===== src/rtl/pwm_dual_pkg.sv =====
// Shared definitions for the dual-channel PWM controller.
// Holds the per-channel control field layout and the prescaler code decode.
// Assumes at most two channels, so the ready flags at bit 28 never collide
// with the 15-bit channel stride.
package pwm_dual_pkg;
    timeunit 1ns;
    timeprecision 100ps;

    localparam int CH_STRIDE  = 15;  // bit distance between channel field groups
    localparam int CH_FIELD_W = 10;  // stored bits per channel group
    localparam int READY_BASE = 28;  // bit of channel 0 ready flag
    localparam int PRE_W      = 17;  // wide enough for the largest divide factor

    // Per-channel control fields, MSB first so bit positions match the word.
    typedef struct packed {
        logic       bypass;  // bit 9
        logic       spare1;  // bit 8
        logic       spare0;  // bit 7
        logic       run;     // bit 6, clock run
        logic       act;     // bit 5, active level select
        logic       en;      // bit 4
        logic [3:0] code;    // bits 3:0
    } chan_ctrl_t;

    // Divide factor for a prescaler code; zero marks an invalid code.
    function automatic logic [PRE_W-1:0] prescale_div(input logic [3:0] code);
        logic [PRE_W-1:0] f;
        case (code)
            4'd0:    f = PRE_W'(120);
            4'd1:    f = PRE_W'(180);
            4'd2:    f = PRE_W'(240);
            4'd3:    f = PRE_W'(360);
            4'd4:    f = PRE_W'(480);
            4'd8:    f = PRE_W'(12000);
            4'd9:    f = PRE_W'(24000);
            4'd10:   f = PRE_W'(36000);
            4'd11:   f = PRE_W'(48000);
            4'd12:   f = PRE_W'(72000);
            4'd15:   f = PRE_W'(1);
            default: f = '0;
        endcase
        return f;
    endfunction
endpackage


===== src/rtl/pwm_prescaler.sv =====
// Clock prescaler for one PWM channel.
// Emits a one-cycle tick every div source cycles while run is high.
// Assumes div is nonzero whenever run is high; held at zero while idle.
module pwm_prescaler
    import pwm_dual_pkg::*;
#(
    parameter int PW = PRE_W
) (
    input  logic          clk,
    input  logic          rst_n,
    input  logic          run,
    input  logic [PW-1:0] div,
    output logic          tick
);
    timeunit 1ns;
    timeprecision 100ps;

    logic [PW-1:0] pre_q;
    logic [PW-1:0] last;

    assign last = div - PW'(1);
    // The >= also covers a divide factor lowered while counting.
    assign tick = run && (pre_q >= last);

    // Count source cycles within one prescaled tick.
    always_ff @(posedge clk) begin
        if (!rst_n) begin
            pre_q <= '0;
        end else if (!run || tick) begin
            pre_q <= '0;
        end else begin
            pre_q <= pre_q + PW'(1);
        end
    end


    pre_lt_div_chk: assert property (@(posedge clk) disable iff (!rst_n)
        (run && $past(run) && $stable(div) && ($past(pre_q) < $past(div))) |-> (pre_q < div));
endmodule


===== src/rtl/pwm_period_counter.sv =====
// Period/duty tick counter with a shadowed period/duty register.
// Writes land in the shadow; the live pair is loaded at a period end or
// while the channel is idle. Phase is high for ticks below the duty.
// Assumes tick is only asserted while run is high.
module pwm_period_counter #(
    parameter int CW = 16
) (
    input  logic          clk,
    input  logic          rst_n,
    input  logic          run,
    input  logic          tick,
    input  logic          wr_en,
    input  logic [2*CW-1:0] wr_data,
    output logic [2*CW-1:0] shadow_o,
    output logic          ready_o,
    output logic          phase_o
);
    timeunit 1ns;
    timeprecision 100ps;

    logic [2*CW-1:0] shadow_q;
    logic            pending_q;
    logic [CW-1:0]   prd_q;
    logic [CW-1:0]   dty_q;
    logic [CW-1:0]   cnt_q;
    logic            wrap;
    logic            take;

    assign wrap = tick && (cnt_q == prd_q);
    assign take = pending_q && (!run || wrap);

    // Hold software's last write and flag it until taken.
    always_ff @(posedge clk) begin
        if (!rst_n) begin
            shadow_q  <= '0;
            pending_q <= 1'b0;
        end else if (wr_en) begin
            shadow_q  <= wr_data;
            pending_q <= 1'b1;
        end else if (take) begin
            pending_q <= 1'b0;
        end
    end

    // Load the live period/duty pair from the shadow.
    always_ff @(posedge clk) begin
        if (!rst_n) begin
            prd_q <= '0;
            dty_q <= '0;
        end else if (take) begin
            prd_q <= shadow_q[2*CW-1:CW];
            dty_q <= shadow_q[CW-1:0];
        end
    end

    // Step the tick counter through one period.
    always_ff @(posedge clk) begin
        if (!rst_n) begin
            cnt_q <= '0;
        end else if (!run || wrap) begin
            cnt_q <= '0;
        end else if (tick) begin
            cnt_q <= cnt_q + CW'(1);
        end
    end

    assign shadow_o = shadow_q;
    assign ready_o  = !pending_q;
    assign phase_o  = run && (cnt_q < dty_q);


    cnt_in_range_chk: assert property (@(posedge clk) disable iff (!rst_n)
        run |-> (cnt_q <= prd_q));

    idle_clears_cnt_chk: assert property (@(posedge clk) disable iff (!rst_n)
        !run |=> (cnt_q == '0));

    wr_clears_ready_chk: assert property (@(posedge clk) disable iff (!rst_n)
        wr_en |=> !ready_o);

    ready_rise_chk: assert property (@(posedge clk) disable iff (!rst_n)
        $rose(ready_o) |-> $past(!run || wrap));
endmodule


===== src/rtl/pwm_channel.sv =====
// One PWM channel: prescaler, period counter, polarity and bypass select.
// Assumes the control fields come straight from the shared control word.
// In bypass the output is the source clock itself.
module pwm_channel
    import pwm_dual_pkg::*;
#(
    parameter int CW = 16
) (
    input  logic            clk,
    input  logic            rst_n,
    input  logic [3:0]      code,
    input  logic            en,
    input  logic            act,
    input  logic            run_bit,
    input  logic            bypass,
    input  logic            wr_en,
    input  logic [2*CW-1:0] wr_data,
    output logic [2*CW-1:0] shadow_o,
    output logic            ready_o,
    output logic            pwm_o
);
    timeunit 1ns;
    timeprecision 100ps;

    logic [PRE_W-1:0] div;
    logic             valid;
    logic             run;
    logic             tick;
    logic             phase;

    assign div   = prescale_div(code);
    assign valid = (div != '0);
    assign run   = en && run_bit && valid && !bypass;

    pwm_prescaler #(.PW(PRE_W)) u_pre (
        .clk   (clk),
        .rst_n (rst_n),
        .run   (run),
        .div   (div),
        .tick  (tick)
    );

    pwm_period_counter #(.CW(CW)) u_cnt (
        .clk      (clk),
        .rst_n    (rst_n),
        .run      (run),
        .tick     (tick),
        .wr_en    (wr_en),
        .wr_data  (wr_data),
        .shadow_o (shadow_o),
        .ready_o  (ready_o),
        .phase_o  (phase)
    );

    // Select bypass clock or the polarity-adjusted phase.
    always_comb begin
        if (bypass) begin
            pwm_o = clk;
        end else begin
            pwm_o = act ? phase : !phase;
        end
    end
endmodule


===== src/rtl/pwm_dual_ctrl.sv =====
// Register-programmed PWM controller, top level.
// Decodes the bus, stores the shared control word, and replicates one
// channel per output. Assumes NCH <= 2 and a 32-bit data bus.
module pwm_dual_ctrl
    import pwm_dual_pkg::*;
#(
    parameter int NCH    = 2,
    parameter int CW     = 16,
    parameter int ADDR_W = 4
) (
    input  logic              clk,
    input  logic              rst_n,
    input  logic [ADDR_W-1:0] bus_addr,
    input  logic              bus_we,
    input  logic [31:0]       bus_wdata,
    output logic [31:0]       bus_rdata,
    output logic [NCH-1:0]    pwm_out
);
    timeunit 1ns;
    timeprecision 100ps;

    localparam int DW = 2 * CW;
    localparam logic [ADDR_W-1:0] CTRL_ADDR = '0;

    chan_ctrl_t       ctrl_q  [NCH];
    logic [DW-1:0]    shadow  [NCH];
    logic [NCH-1:0]   ready;
    logic             ctrl_sel;

    assign ctrl_sel = (bus_addr == CTRL_ADDR);

    for (genvar n = 0; n < NCH; n++) begin : g_ch
        localparam logic [ADDR_W-1:0] PD_ADDR = ADDR_W'(4 + 4 * n);
        logic pd_we;

        assign pd_we = bus_we && (bus_addr == PD_ADDR);

        // Store this channel's field group from a control-word write.
        always_ff @(posedge clk) begin
            if (!rst_n) begin
                ctrl_q[n] <= '0;
            end else if (bus_we && ctrl_sel) begin
                ctrl_q[n] <= chan_ctrl_t'(bus_wdata[CH_STRIDE*n +: CH_FIELD_W]);
            end
        end

        pwm_channel #(.CW(CW)) u_ch (
            .clk      (clk),
            .rst_n    (rst_n),
            .code     (ctrl_q[n].code),
            .en       (ctrl_q[n].en),
            .act      (ctrl_q[n].act),
            .run_bit  (ctrl_q[n].run),
            .bypass   (ctrl_q[n].bypass),
            .wr_en    (pd_we),
            .wr_data  (bus_wdata[DW-1:0]),
            .shadow_o (shadow[n]),
            .ready_o  (ready[n]),
            .pwm_o    (pwm_out[n])
        );
    end

    // Assemble read data for the addressed register.
    always_comb begin
        bus_rdata = '0;
        if (ctrl_sel) begin
            for (int n = 0; n < NCH; n++) begin
                bus_rdata[CH_STRIDE*n +: CH_FIELD_W] = ctrl_q[n];
                bus_rdata[READY_BASE + n]            = ready[n];
            end
        end else begin
            for (int n = 0; n < NCH; n++) begin
                if (bus_addr == ADDR_W'(4 + 4 * n)) begin
                    bus_rdata[DW-1:0] = shadow[n];
                end
            end
        end
    end
endmodule


===== config.mk =====
export PLATFORM = sky130hd
export DESIGN_NAME = pwm_dual_ctrl
export DESIGN_NICKNAME = d
export VERILOG_FILES = /design/src/rtl/pwm_dual_pkg.sv /design/src/rtl/pwm_prescaler.sv /design/src/rtl/pwm_period_counter.sv /design/src/rtl/pwm_channel.sv /design/src/rtl/pwm_dual_ctrl.sv
export SDC_FILE = /design/constraint.sdc
export NUM_CORES = 1
export LEC_CHECK = 0
export ABC_CLOCK_PERIOD_IN_PS = 7400
export CAP_MARGIN = 5
export CORE_MARGIN = 2
export CORE_UTILIZATION = 40
export CTS_CLUSTER_DIAMETER = 120
export DETAILED_ROUTE_END_ITERATION = 7
export GPL_ROUTABILITY_DRIVEN = 0
export SLEW_MARGIN = 20
export SYNTH_ARGS = -nofsm -noshare
export SYNTH_HDL_FRONTEND = slang
export SYNTH_SLANG_ARGS = --single-unit

===== constraint.sdc =====
create_clock -name clk -period 7.4 [get_ports clk]
set_clock_uncertainty 0.2 [all_clocks]
set_input_delay 1.11 -clock clk [delete_from_list [all_inputs] [get_ports clk]]
set_output_delay 1.11 -clock clk [all_outputs]
set_load 0.01 [all_outputs]

# Word-level counts from Yosys, hierarchy flattened

Memory sizes are Yosys's and may differ from the RTL's.
Cells that the tools add are included.
Widths: inputs -> output; s select.

Add/subtract/negate cells: 6
Order comparisons: 4
Equality and inequality tests: 4
Muxes and demuxes: 22
Bitwise logic cells: 3
Reductions and logical operators: 38

Operators with widths:

| cell                  | count |
|---|---|
| $mux 32               | 2 |
| $mux 10               | 4 |
| $add 17x1->17 const B | 2 |
| $ge 17x17->1          | 2 |
| $reduce_bool 17->1    | 2 |
| $sub 17x1->17 const B | 2 |
| $add 16x1->16 const B | 2 |
| $eq 16x16->1          | 2 |
| $lt 16x16->1          | 2 |
| $logic_and 1x1->1     | 17 |
| $mux 1                | 12 |
| $logic_not 1->1       | 8 |
| $reduce_or 2->1       | 4 |
| $mux 5                | 1 |
| $eq 4x3->1 const B    | 1 |
| $eq 4x4->1 const B    | 1 |
| $logic_not 4->1       | 1 |
| $logic_or 1x1->1      | 4 |
| $mux 2                | 2 |
| $reduce_bool 2->1     | 2 |
| $mux 3                | 1 |
| $or 1x1->1            | 2 |
| $not 1->1             | 1 |

Register bits after elaboration: 196
Bits in writable memories: 20
Memory bits (read-only): 512
Input port bits: 39
Word-level logic and storage cells: 92
Memories kept: 3

Memories:

| memory          | words | width | rd ports | clocked after Yosys merged registers in | wr ports | line                | source |
|---|---|---|---|---|---|---|---|
| (no name shown) | 16    | 16    | 1        | 0                                       | 0        | pwm_dual_pkg.sv:28  | `case (code)` |
| (no name shown) | 16    | 16    | 1        | 0                                       | 0        | pwm_dual_pkg.sv:28  |  |
| ctrl_q          | 2     | 10    | 2        | 0                                       | 2        | pwm_dual_ctrl.sv:25 | `chan_ctrl_t ctrl_q [NCH];` |

# Depth between registers and ports, before layout

Gate-level depths: netlist of run 1.
An unclocked memory read counts as a cell.

Depth after elaboration: 11
Mapped depth: 19

# Hierarchy

A second synthesis of run 1 with hierarchy kept.

Cells, all modules: 1372
Area total of the unflattened synthesis: 12199.2 um^2

Modules (own cells, without submodules):

| module                     | times used | cells an instance | area each (um^2) | sequential area each (um^2) |
|---|---|---|---|---|
| pwm_period_counter         | 2          | 398               | 3769.9           | 1621.6 |
| pwm_prescaler              | 2          | 164               | 1377.6           | 340.3 |
| pwm_dual_ctrl              | 1          | 171               | 1430.1           | 600.6 |
| pwm_channel (g_ch[0].u_ch) | 1          | 38                | 241.5            | 0.0 |
| pwm_channel (g_ch[1].u_ch) | 1          | 39                | 232.7            | 0.0 |

==> impl_results.md, run 1 <==
- Multi-input combinational cell area: ~6600 um2
- Die H: ~170 um
- Remaining Overflow, GRT: 0
- Die area: roughly 30000 um2
- Syn Nets: roughly 1600
- Outcome: completed
- Worst setup EP type: output port
- Pwr dens: between 200 and 250 nW/um2
- RSZ-0062 raised after global routing: no
- Commonest non-fill, non-tap cell in the layout: nand2_1
- Vias in the first global route: 9514
- Antenna viol nets, final: 0
- CP Launch Type: clock port
- Per-cell routed wire length: around 17 um
- Final HPWL DP: 22290 um
- Syn_area_per_cell: between 8 and 9 um2
- Worst path required time: approximately 6000 ps
- Clk slew on worst S/H paths: around 60 ps
- Synth-to-layout area growth: 15.80%
- Max cap viols: 0
- PortBufs: just over 70
- Post-CTS setup buffers: 0
- CP max FO: 2
- DRC: 0
- DR vias/cell: about 5.3
- Synth Instances: 1449
- Post-synth EDFFs: 20
- Final Cell Area: around 14000 um2
- Hold/Removal Path Class: reg -> reg
- Synth unique cells: 58
- Fin nets: about 1600
- Leakage: 4.803 nW
- CTS tree: done
- # hold bufs at CTS: 0
- IR drop worst, VDD: 0.1888 mV
- Endpoints failing setup: 0
- Gr usage total: 0.2044
- Post-DP Area: 12550 um2
- Largest net degree at the start of global routing: a little over 100
- Most frequent cells in the layout: nand2_1 (265), dfxtp_1 (196), nor2_1 (132), nand3_1 (103), o21ai_0 (99)
- Final Hold Fails: 0
- Number of diodes: 0
- Post-synth ARST share: 0
- Storage cell area: between 4000 and 5000 um2
- Rel. slew slack: 0.2985
- Worst-skew pair later-pin latency: between 600 and 700 ps
- Slew at the pin with the worst max-slew slack: between 1000 and 1500 ps
- Synth Warn #: 0
- Effective utilization at floorplan: 0.4068
- Final Max Slew Viols: 0
- Ys flop type: dfxtp_1
- Fill cells: about 2900
- Worst EP arrival: approximately 4600 ps
- Detailed Routing Iterations Pass 1: 5
- Post-Syn Area: 11680 um2
- Register area share after synthesis: 0.3874
- Setup TNS: 0 ps
- Final wirelength: 31540 um
- Core ar.: approximately 29000 um2
- Drt initial violations: 718
- First-pass GRT wire length: slightly above 50000 um
- Row cnt: 62
- Routed vias: 9970
- Die width: 174.9 um
- Layout cell share with drive strength beyond 1: 0.04552
- Post-CTS Resized: 0
- Antenna violations before repair: 0
- Synth Register Bits: between 200 and 250
- # IOs: 73
- WS Path Type: clk -> out
## synthesized netlist by cell type, drive strengths merged, types with 2 or more instances
master / number / area (um2)
or2: 3 / 18.77
a21oi: 51 / 255.2
or3: 2 / 12.51
o22ai: 2 / 12.51
xnor2: 47 / 411.6
nand2b: 18 / 112.6
o31ai: 4 / 35.03
clkbuf: 60 / 229.0
nor2: 132 / 495.5
buf: 27 / 202.7
nand3: 103 / 515.5
o211ai: 5 / 37.54
a211oi: 6 / 57.56
mux2: 3 / 33.78
dfxtp: 196 / 3924
nor4: 4 / 31.28
nand4: 42 / 262.8
a22oi: 16 / 120.1
nor3b: 2 / 15.01
inv: 47 / 176.4
o21ai: 107 / 535.5
and3: 18 / 112.6
and2: 25 / 156.4
edfxtp: 20 / 600.6
nor2b: 5 / 31.28
a21boi: 65 / 488.0
nand2: 265 / 994.7
nor3: 8 / 40.04
xor2: 51 / 446.7
and4: 6 / 52.55
a31oi: 3 / 33.78
ha: 80 / 1001
a221oi: 2 / 17.52
a21o: 11 / 82.58
## metrics by stage
stage / hold WS [ps] / power (mW) / utilization / setup WS [ps] / instances
global route: 279.2 / 2.932 / 0.4711 / 1444 / 1878
CTS: 252.6 / 2.860 / 0.4711 / 1461 / 1878
floorplan: 228.4 / 1.357 / - / 2147 / 1449
finish: 247.8 / 2.835 / 0.4711 / 1475 / 1878
detailed placement: 243.6 / 1.431 / 0.4373 / 1813 / 1830
global placement: 239.8 / 1.429 / 0.4373 / 1810 / 1830
## metal layers
metal  GRT usage  wire [um]
met5           0          0
met4     0.08299       1134
met3     0.02894       1400
met2      0.3323      14270
met1      0.2735      14730
## state kept, by name, summed over array words and instances, names as in the netlist
| signal | count |
|---|---|
| g_ch.u_ch.u_cnt.prd_q | 32 |
| g_ch.u_ch.u_pre.pre_q | 34 |
| ctrl_q | 20 |
| g_ch.u_ch.u_cnt.pending_q | 2 |
| g_ch.u_ch.u_cnt.cnt_q | 32 |
| g_ch.u_ch.u_cnt.dty_q | 32 |
| g_ch.u_ch.u_cnt.shadow_o | 64 |
## critical path: stages
cell,delay (ps)
clkbuf_16,130
clkbuf_16,130
nand2_1,50
o31ai_1,90
clkdlybuf4s50_1,500
## final cells by class
type	count	area share
Multi-Input combinational cell	1099	0.4851
Sequential cell	216	0.3346
Timing Repair Buffer	82	0.05857
Clock buffer	36	0.05644
Tap cell	384	0.03553
Clock inverter	14	0.01675
Inverter	47	0.01305
## kinds of logic (layout without fill, tap and decap cells)
logic type | Yosys count | after routing | share of synthesized area
buf+inv | 134 | 179 | 0.05207
xor+xnor | 98 | 98 | 0.07350
fa+ha+maj | 80 | 80 | 0.08572
mux | 4 | 4 | 0.003750
compound gates | 281 | 281 | 0.1510
flops | 216 | 216 | 0.3874
simple gates | 636 | 636 | 0.2465
## final timing paths
path	slack [ps]	from	cells after the start	to
worst max register to register	2210	ctrl_q[1][0]	15	g_ch[1].u_ch.u_cnt.dty_q[13]
worst min-delay path	250	g_ch[0].u_ch.u_cnt.dty_q[15]	2	g_ch[0].u_ch.u_cnt.dty_q[15]
worst min register to register	250	g_ch[0].u_ch.u_cnt.dty_q[15]	2	g_ch[0].u_ch.u_cnt.dty_q[15]
worst max-delay path	1480	clk	5	pwm_out[1]
## report_power, final
group / switching, mW / internal (mW) / total (mW) / leakage [nW]
sequential: 0.0173 / 1.19 / 1.21 / 1.77
clock: 0.546 / 0.899 / 1.45 / 0.481
combinational: 0.108 / 0.0726 / 0.180 / 2.55
total: 0.672 / 2.16 / 2.84 / 4.80
No activity file was read; power rests on OpenSTA's default activity.
==> run 2: changes to the inputs <==
- ABC_CLOCK_PERIOD_IN_PS: 7400 -> 5000
- clock period: 7.4 -> 5 ns (I/O delays scaled with it)
==> run 2 against run 1 <==
- via count is 0.29% lower
- combinational power increased by 53%
- cell area grew 0.42%
- sequential power is 48% higher
- critical path depth grew 4
- flip-flop and latch count is the same
- register-to-register slack lost 1800 ps
- global-route usage about the same
- clock-buffer cell count is 2 higher
- setup slack lost 1200 ps
- final cell count is 0.85% higher
==> impl_results.md, run 2 (synthesized netlist as in run 1, its figures left out) <==
- Outcome: completed
- Max reg flops: 64 (unchanged)
- Die width: 174.9 um (unchanged)
- Max cap viols: 0 (unchanged)
- Routed vias: 9941 (-0.29%)
- Most frequent cells in the layout: nand2_1 (265), dfxtp_1 (196), nor2_1 (132), nand3_1 (103), o21ai_0 (99)
- Hold path depth: 2 (unchanged)
- # IOs: 73 (unchanged)
- CP max stage delay: 610 ps (+110 ps)
- Hold Startpoint: g_ch[0].u_ch.u_cnt.dty_q[3]
- CP max FO: 8 (+6)
- Worst setup EP type: output port
- CP Cell Sequence: inv_1 -> ha_1 -> nand2b_1 -> o31ai_2 -> a211oi_4 -> nand2b_1 -> o31a_1 -> o31ai_1 -> clkdlybuf4s50_1
- Post-CTS setup buffers: 0 (unchanged)
- Pre-CTS setup slack: 510.3 ps (-1303 ps)
- Number of diodes: 0 (unchanged)
- Worst path slowest cell: clkdlybuf4s50_1
- Levels on crit path: 9 (+4)
- DR vias/cell: 5.249 (-1.1%)
- Final Max Slew Viols: 0 (unchanged)
- IR drop worst, VDD: 0.2461 mV (+30%)
- Commonest non-fill, non-tap cell in the layout: nand2_1
- Reg-to-reg slack, setup: 450 ps (-1760 ps)
- Post-CTS Resized: 0 (unchanged)
- WHS Endpoint: g_ch[0].u_ch.u_cnt.dty_q[3]
- Rel. slew slack: 0.4077 (+0.1092)
- Fill cells: 2853 (-0.035%)
- Per-cell routed wire length: 16.69 um (-0.63%)
- Final Total Pwr: 4.042 mW (+43%)
- WS Path Type: reg -> out
- PnR worst setup slack: 318.7 ps (-1157 ps)
- Row cnt: 62 (unchanged)
- PortBufs: 72 (unchanged)
- Reg2Reg Depth: 15 (unchanged)
- Final Hold Fails: 0 (unchanged)
- Shortest period the worst path allows: between 4000 and 5000 ps
- Worst r2r dst: g_ch[1].u_ch.u_cnt.dty_q[2]
- Cell family contributing the most delay on the critical path: compound AO/OA/AOI/OAI gates
- Fmax: approximately 210 MHz
- Endpoints failing setup: 0 (unchanged)
- Antenna violations before repair: 0 (unchanged)
- Detailed Routing Iterations Pass 1: 5 (unchanged)
- Layout cell share with drive strength beyond 1: 0.05232 (+0.006802)
- Worst EP arrival: 3730 ps (-880 ps)
- Core ar.: 28700 um2 (unchanged)
- Clk slew on worst S/H paths: 60 ps (about the same)
- Die area: 30580 um2 (unchanged)
- CP Launch Type: register
- DRC: 0 (unchanged)
- Largest net degree at the start of global routing: 108 (+4.9%)
- Remaining Overflow, GRT: 0 (unchanged)
- Final wirelength: 31610 um (+0.22%)
- Setup TNS: 0 ps (unchanged)
- Pwr dens: 297.7 nW/um2 (+42%)
- Comb pwr share: 0.068 (+0.004)
- Effective utilization at floorplan: 0.4068 (unchanged)
- Fin nets: 1609 (+0.88%)
- Clk pwr share: 0.490 (-0.020)
- Die H: 174.9 um (unchanged)
- Int Pwr: 3.041 mW (+41%)
- Worst-skew pair later-pin latency: 660 ps (about the same)
- WP buf/inv: 2 (-1)
- Switching power total: 1.001 mW (+49%)
- # hold bufs at CTS: 0 (unchanged)
- Sw frac: 0.2476 (+0.01071)
- Gr usage total: 0.2048 (+0.0003220)
- First-pass GRT wire length: 50850 um (+0.92%)
- Vias in the first global route: 9539 (+0.26%)
- Final worst path period share: 0.9363
- Hold/Removal Path Class: reg -> reg
- Leakage: 4.857 nW (+1.1%)
- Antenna viol nets, final: 0 (unchanged)
- Sequential power share: 0.442 (+0.016)
- CTS tree: done
- Final HPWL DP: 22200 um (-0.42%)
- RSZ-0062 raised after global routing: no
- Worst path required time: 4050 ps (-2040 ps)
- Most used cell, CP: nand2b_1
- Synth-to-layout area growth: 16.29%
- Drt initial violations: 626 (-13%)
- RR Startpoint: ctrl_q[1][0]
- Slew at the pin with the worst max-slew slack: 881.9 ps (-167.8 ps)
[run 2: cell count changes in the layout (fill, tap and decap cells not counted), moves of 2 or more]
cell | previous run | this run
buf_4 | 12 | 22
clkinv_1 | 2 | 8
bufinv_16 | 5 | 0
clkinv_2 | 3 | 6
buf_12 | 0 | 2
clkbuf_1 | 4 | 2
clkbuf_16 | 28 | 30
clkbuf_8 | 2 | 4
clkinvlp_4 | 2 | 0
[run 2: layout make-up]
type,instances,area [um2],share of cell area
Clock buffer,38,833.3,0.06137
Clock inverter,16,98.84,0.007279
Inverter,47,176.4,0.01299
Multi-Input combinational cell,1099,6559,0.4830
Sequential cell,216,4524,0.3332
Tap cell,384,480.5,0.03538
Timing Repair Buffer,94,907.1,0.06680
[run 2: per-stage QoR]
stage               utilization  hold WS [ps]  instance area [um2]  cells
finish                   0.4731         258.6                13580   1894
global placement         0.4413         241.7                12670   1842
CTS                      0.4731         263.3                13580   1894
detailed placement       0.4413         249.2                12670   1842
floorplan                     -         228.4                11680   1449
global route             0.4731         280.6                13580   1894
[run 2: how the worst max path moves through the flow]
stage / start / end
global route: ctrl_q[0][1] / pwm_out[0]
global placement: ctrl_q[1][0] / g_ch[1].u_ch.u_cnt.prd_q[12]
detailed placement: ctrl_q[1][0] / g_ch[1].u_ch.u_cnt.prd_q[11]
floorplan: ctrl_q[1][0] / g_ch[1].u_ch.u_cnt.dty_q[15]
CTS: ctrl_q[0][1] / pwm_out[0]
finish: ctrl_q[1][0] / pwm_out[1]
[run 2: power groups by stage]
stage | Combinational [mW] | Sequential, mW | Clock [mW]
after floorplan | 0.175 | 1.81 | 0.0208
after global placement | 0.273 | 1.82 | 0.0240
after detailed placement | 0.275 | 1.82 | 0.0240
after CTS | 0.277 | 1.79 | 2.02
after global routing | 0.306 | 1.79 | 2.10
final | 0.276 | 1.79 | 1.98
[run 2: layer usage]
metal / vias to the layer above / GRT usage / wire length (um)
li1: 5024 / - / -
met1: 4640 / 0.2728 / 14620
met2: 223 / 0.3403 / 14780
met3: 54 / 0.03264 / 1456
met4: 0 / 0.06424 / 740
met5: - / 0 / 0
[run 2: worst min-delay path, delay by kind of cell (launching register included)]
kind / cells / cell delay [ps]
flops: 1 / 310
simple gates: 1 / 50
compound gates: 1 / 50
==> run 3: changes to the inputs <==
- ABC_AREA: default -> 0
- CTS_CLUSTER_SIZE: default -> 14
==> run 3 against run 2 <==
- first-iteration DRC count rose by 11%
- setup slack improved by 45 ps
- sequential power about the same
- critical path depth is the same
- via count shrank 0.67%
- worst hold slack better by 3.3 ps
- flip-flop and latch count did not move
- maximum frequency increased by 0.97%
==> impl_results.md, run 3 (synthesized netlist as in run 1, its figures left out) <==
- Clk pwr share: 0.430 (-0.060)
- Die width: 174.9 um (unchanged)
- WHS: 261.9 ps (+3.326 ps)
- Crit path launch: ctrl_q[1][0]
- DP Cell Count: 1842 (unchanged)
- WS Path Type: reg -> out
- Post-CTS setup buffers: 0 (unchanged)
- # hold bufs at CTS: 0 (unchanged)
- Final worst path period share: 0.9273 (-0.008972)
- Reg2Reg Depth: 15 (unchanged)
- Int Pwr: 2.728 mW (-10%)
- Comb pwr share: 0.076 (+0.008)
- First-pass GRT wire length: 50180 um (-1.3%)
- Final Max Slew Viols: 0 (unchanged)
- Fin nets: 1602 (-0.44%)
- Hold Startpoint: g_ch[0].u_ch.u_cnt.dty_q[11]
- Worst-skew pair later-pin latency: 610 ps (-50 ps)
- Shortest period the worst path allows: 4636 ps (-44.86 ps)
- Post-layout util: 0.4629 (-0.01020)
- Number of diodes: 0 (unchanged)
- Layout cell share with drive strength beyond 1: 0.04161 (-0.01071)
- CP Capture Point: pwm_out[1]
- Final Total Pwr: 3.614 mW (-11%)
- Reg-to-reg slack, setup: 450 ps (about the same)
- Endpoints failing setup: 0 (unchanged)
- Switching power total: 886.3 uW (-11%)
- Final Hold Fails: 0 (unchanged)
- Routed vias: 9874 (-0.67%)
- Final Cell Area: 13290 um2 (-2.2%)
- Max cap viols: 0 (unchanged)
- Worst EP arrival: 3690 ps (-40 ps)
- RSZ-0062 raised after global routing: no
- Effective utilization at floorplan: 0.4068 (unchanged)
- Clk slew on worst S/H paths: 70 ps (about the same)
- Die H: 174.9 um (unchanged)
- RR Startpoint: ctrl_q[1][0]
- Sw frac: 0.2452 (-0.002338)
- CP Launch Type: register
- Antenna viol nets, final: 0 (unchanged)
- Post-CTS Resized: 0 (unchanged)
- Worst setup EP type: output port
- Pwr dens: 272.0 nW/um2 (-8.6%)
- # IOs: 73 (unchanged)
- Synth-to-layout area growth: 13.78%
- PortBufs: 72 (unchanged)
- Pre-CTS setup slack: 510.3 ps (unchanged)
- Die area: 30580 um2 (unchanged)
- Gr usage total: 0.2029 (-0.001867)
- Core ar.: 28700 um2 (unchanged)
- Vias in the first global route: 9431 (-1.1%)
- Final wirelength: 31330 um (-0.86%)
- Commonest non-fill, non-tap cell in the layout: nand2_1
- IR drop worst, VDD: 0.2443 mV (-0.72%)
- CTS tree: done
- Layout Cells excl Fill: 1874 (-1.1%)
- Hold/Removal Path Class: reg -> reg
- Row cnt: 62 (unchanged)
- Outcome: completed
- Slew at the pin with the worst max-slew slack: 918.7 ps (+36.88 ps)
- Drt initial violations: 694 (+11%)
- Final HPWL DP: 22200 um (unchanged)
- Most frequent cells in the layout: nand2_1 (265), dfxtp_1 (196), nor2_1 (132), nand3_1 (103), o21ai_0 (99)
- Rel. slew slack: 0.3829 (-0.02477)
- DRC: 0 (unchanged)
- Max reg flops: 64 (unchanged)
- Post-DP Area: 12670 um2 (unchanged)
- Remaining Overflow, GRT: 0 (unchanged)
- Setup TNS: 0 ps (unchanged)
- Antenna violations before repair: 0 (unchanged)
- Detailed Routing Iterations Pass 1: 5 (unchanged)
- Leakage: 4.705 nW (-3.1%)
- Worst r2r dst: g_ch[1].u_ch.u_cnt.prd_q[11]
- DR vias/cell: 5.269 (+0.39%)
- Worst path required time: 4050 ps (about the same)
- PnR worst setup slack: 363.6 ps (+44.86 ps)
- CP max FO: 8 (unchanged)
- Fmax: 215.7 MHz (+0.97%)
- Sequential power share: 0.493 (+0.051)
- Per-cell routed wire length: 16.72 um (+0.19%)
- Largest net degree at the start of global routing: 108 (unchanged)
[run 3: cell count changes in the layout (fill, tap and decap cells not counted), sizes merged]
cell | before | now
clkbuf | 36 | 30
clkinv | 15 | 0
inv | 48 | 49
[run 3: how the worst min path moves through the flow]
stage	cells past startpoint	slack, ps	end
after floorplan	2	230	g_ch[0].u_ch.u_cnt.dty_q[15]
after global placement	2	240	g_ch[0].u_ch.u_cnt.dty_q[15]
after detailed placement	2	250	g_ch[0].u_ch.u_cnt.dty_q[15]
after CTS	2	260	g_ch[0].u_ch.u_cnt.dty_q[11]
after global routing	2	280	g_ch[0].u_ch.u_cnt.dty_q[5]
final	2	260	g_ch[0].u_ch.u_cnt.dty_q[11]
[run 3: metal layers]
layer  track usage  wire length, um
met1        0.2717            14610
met2        0.3434            14900
met3       0.02981             1264
met4       0.05104              557
met5             0                0
[run 3: layout make-up]
cell class,instances,area (um2)
Clock buffer,32,621.8
Clock inverter,2,17.52
Fill cell,2869,15420
Inverter,47,176.4
Multi-Input combinational cell,1099,6559
Sequential cell,216,4524
Tap cell,384,480.5
Timing Repair Buffer,94,907.1
[run 3: power groups by stage]
| stage | registers (mW) | logic [mW] | clock network [mW] |
|---|---|---|---|
| after detailed placement | 1.82 | 0.275 | 0.0240 |
| after global routing | 1.79 | 0.306 | 1.66 |
| final | 1.78 | 0.276 | 1.56 |
| after CTS | 1.78 | 0.277 | 1.60 |
| after floorplan | 1.81 | 0.175 | 0.0208 |
| after global placement | 1.82 | 0.273 | 0.0240 |
[run 3: critical path: stages, from the launching register on]
cell and delay [ps]:
edfxtp_1 500, inv_1 220, ha_1 270, nand2b_1 210, o31ai_2 140, a211oi_4 390, nand2b_1 160, o31a_1 260
o31ai_1 320, clkdlybuf4s50_1 620
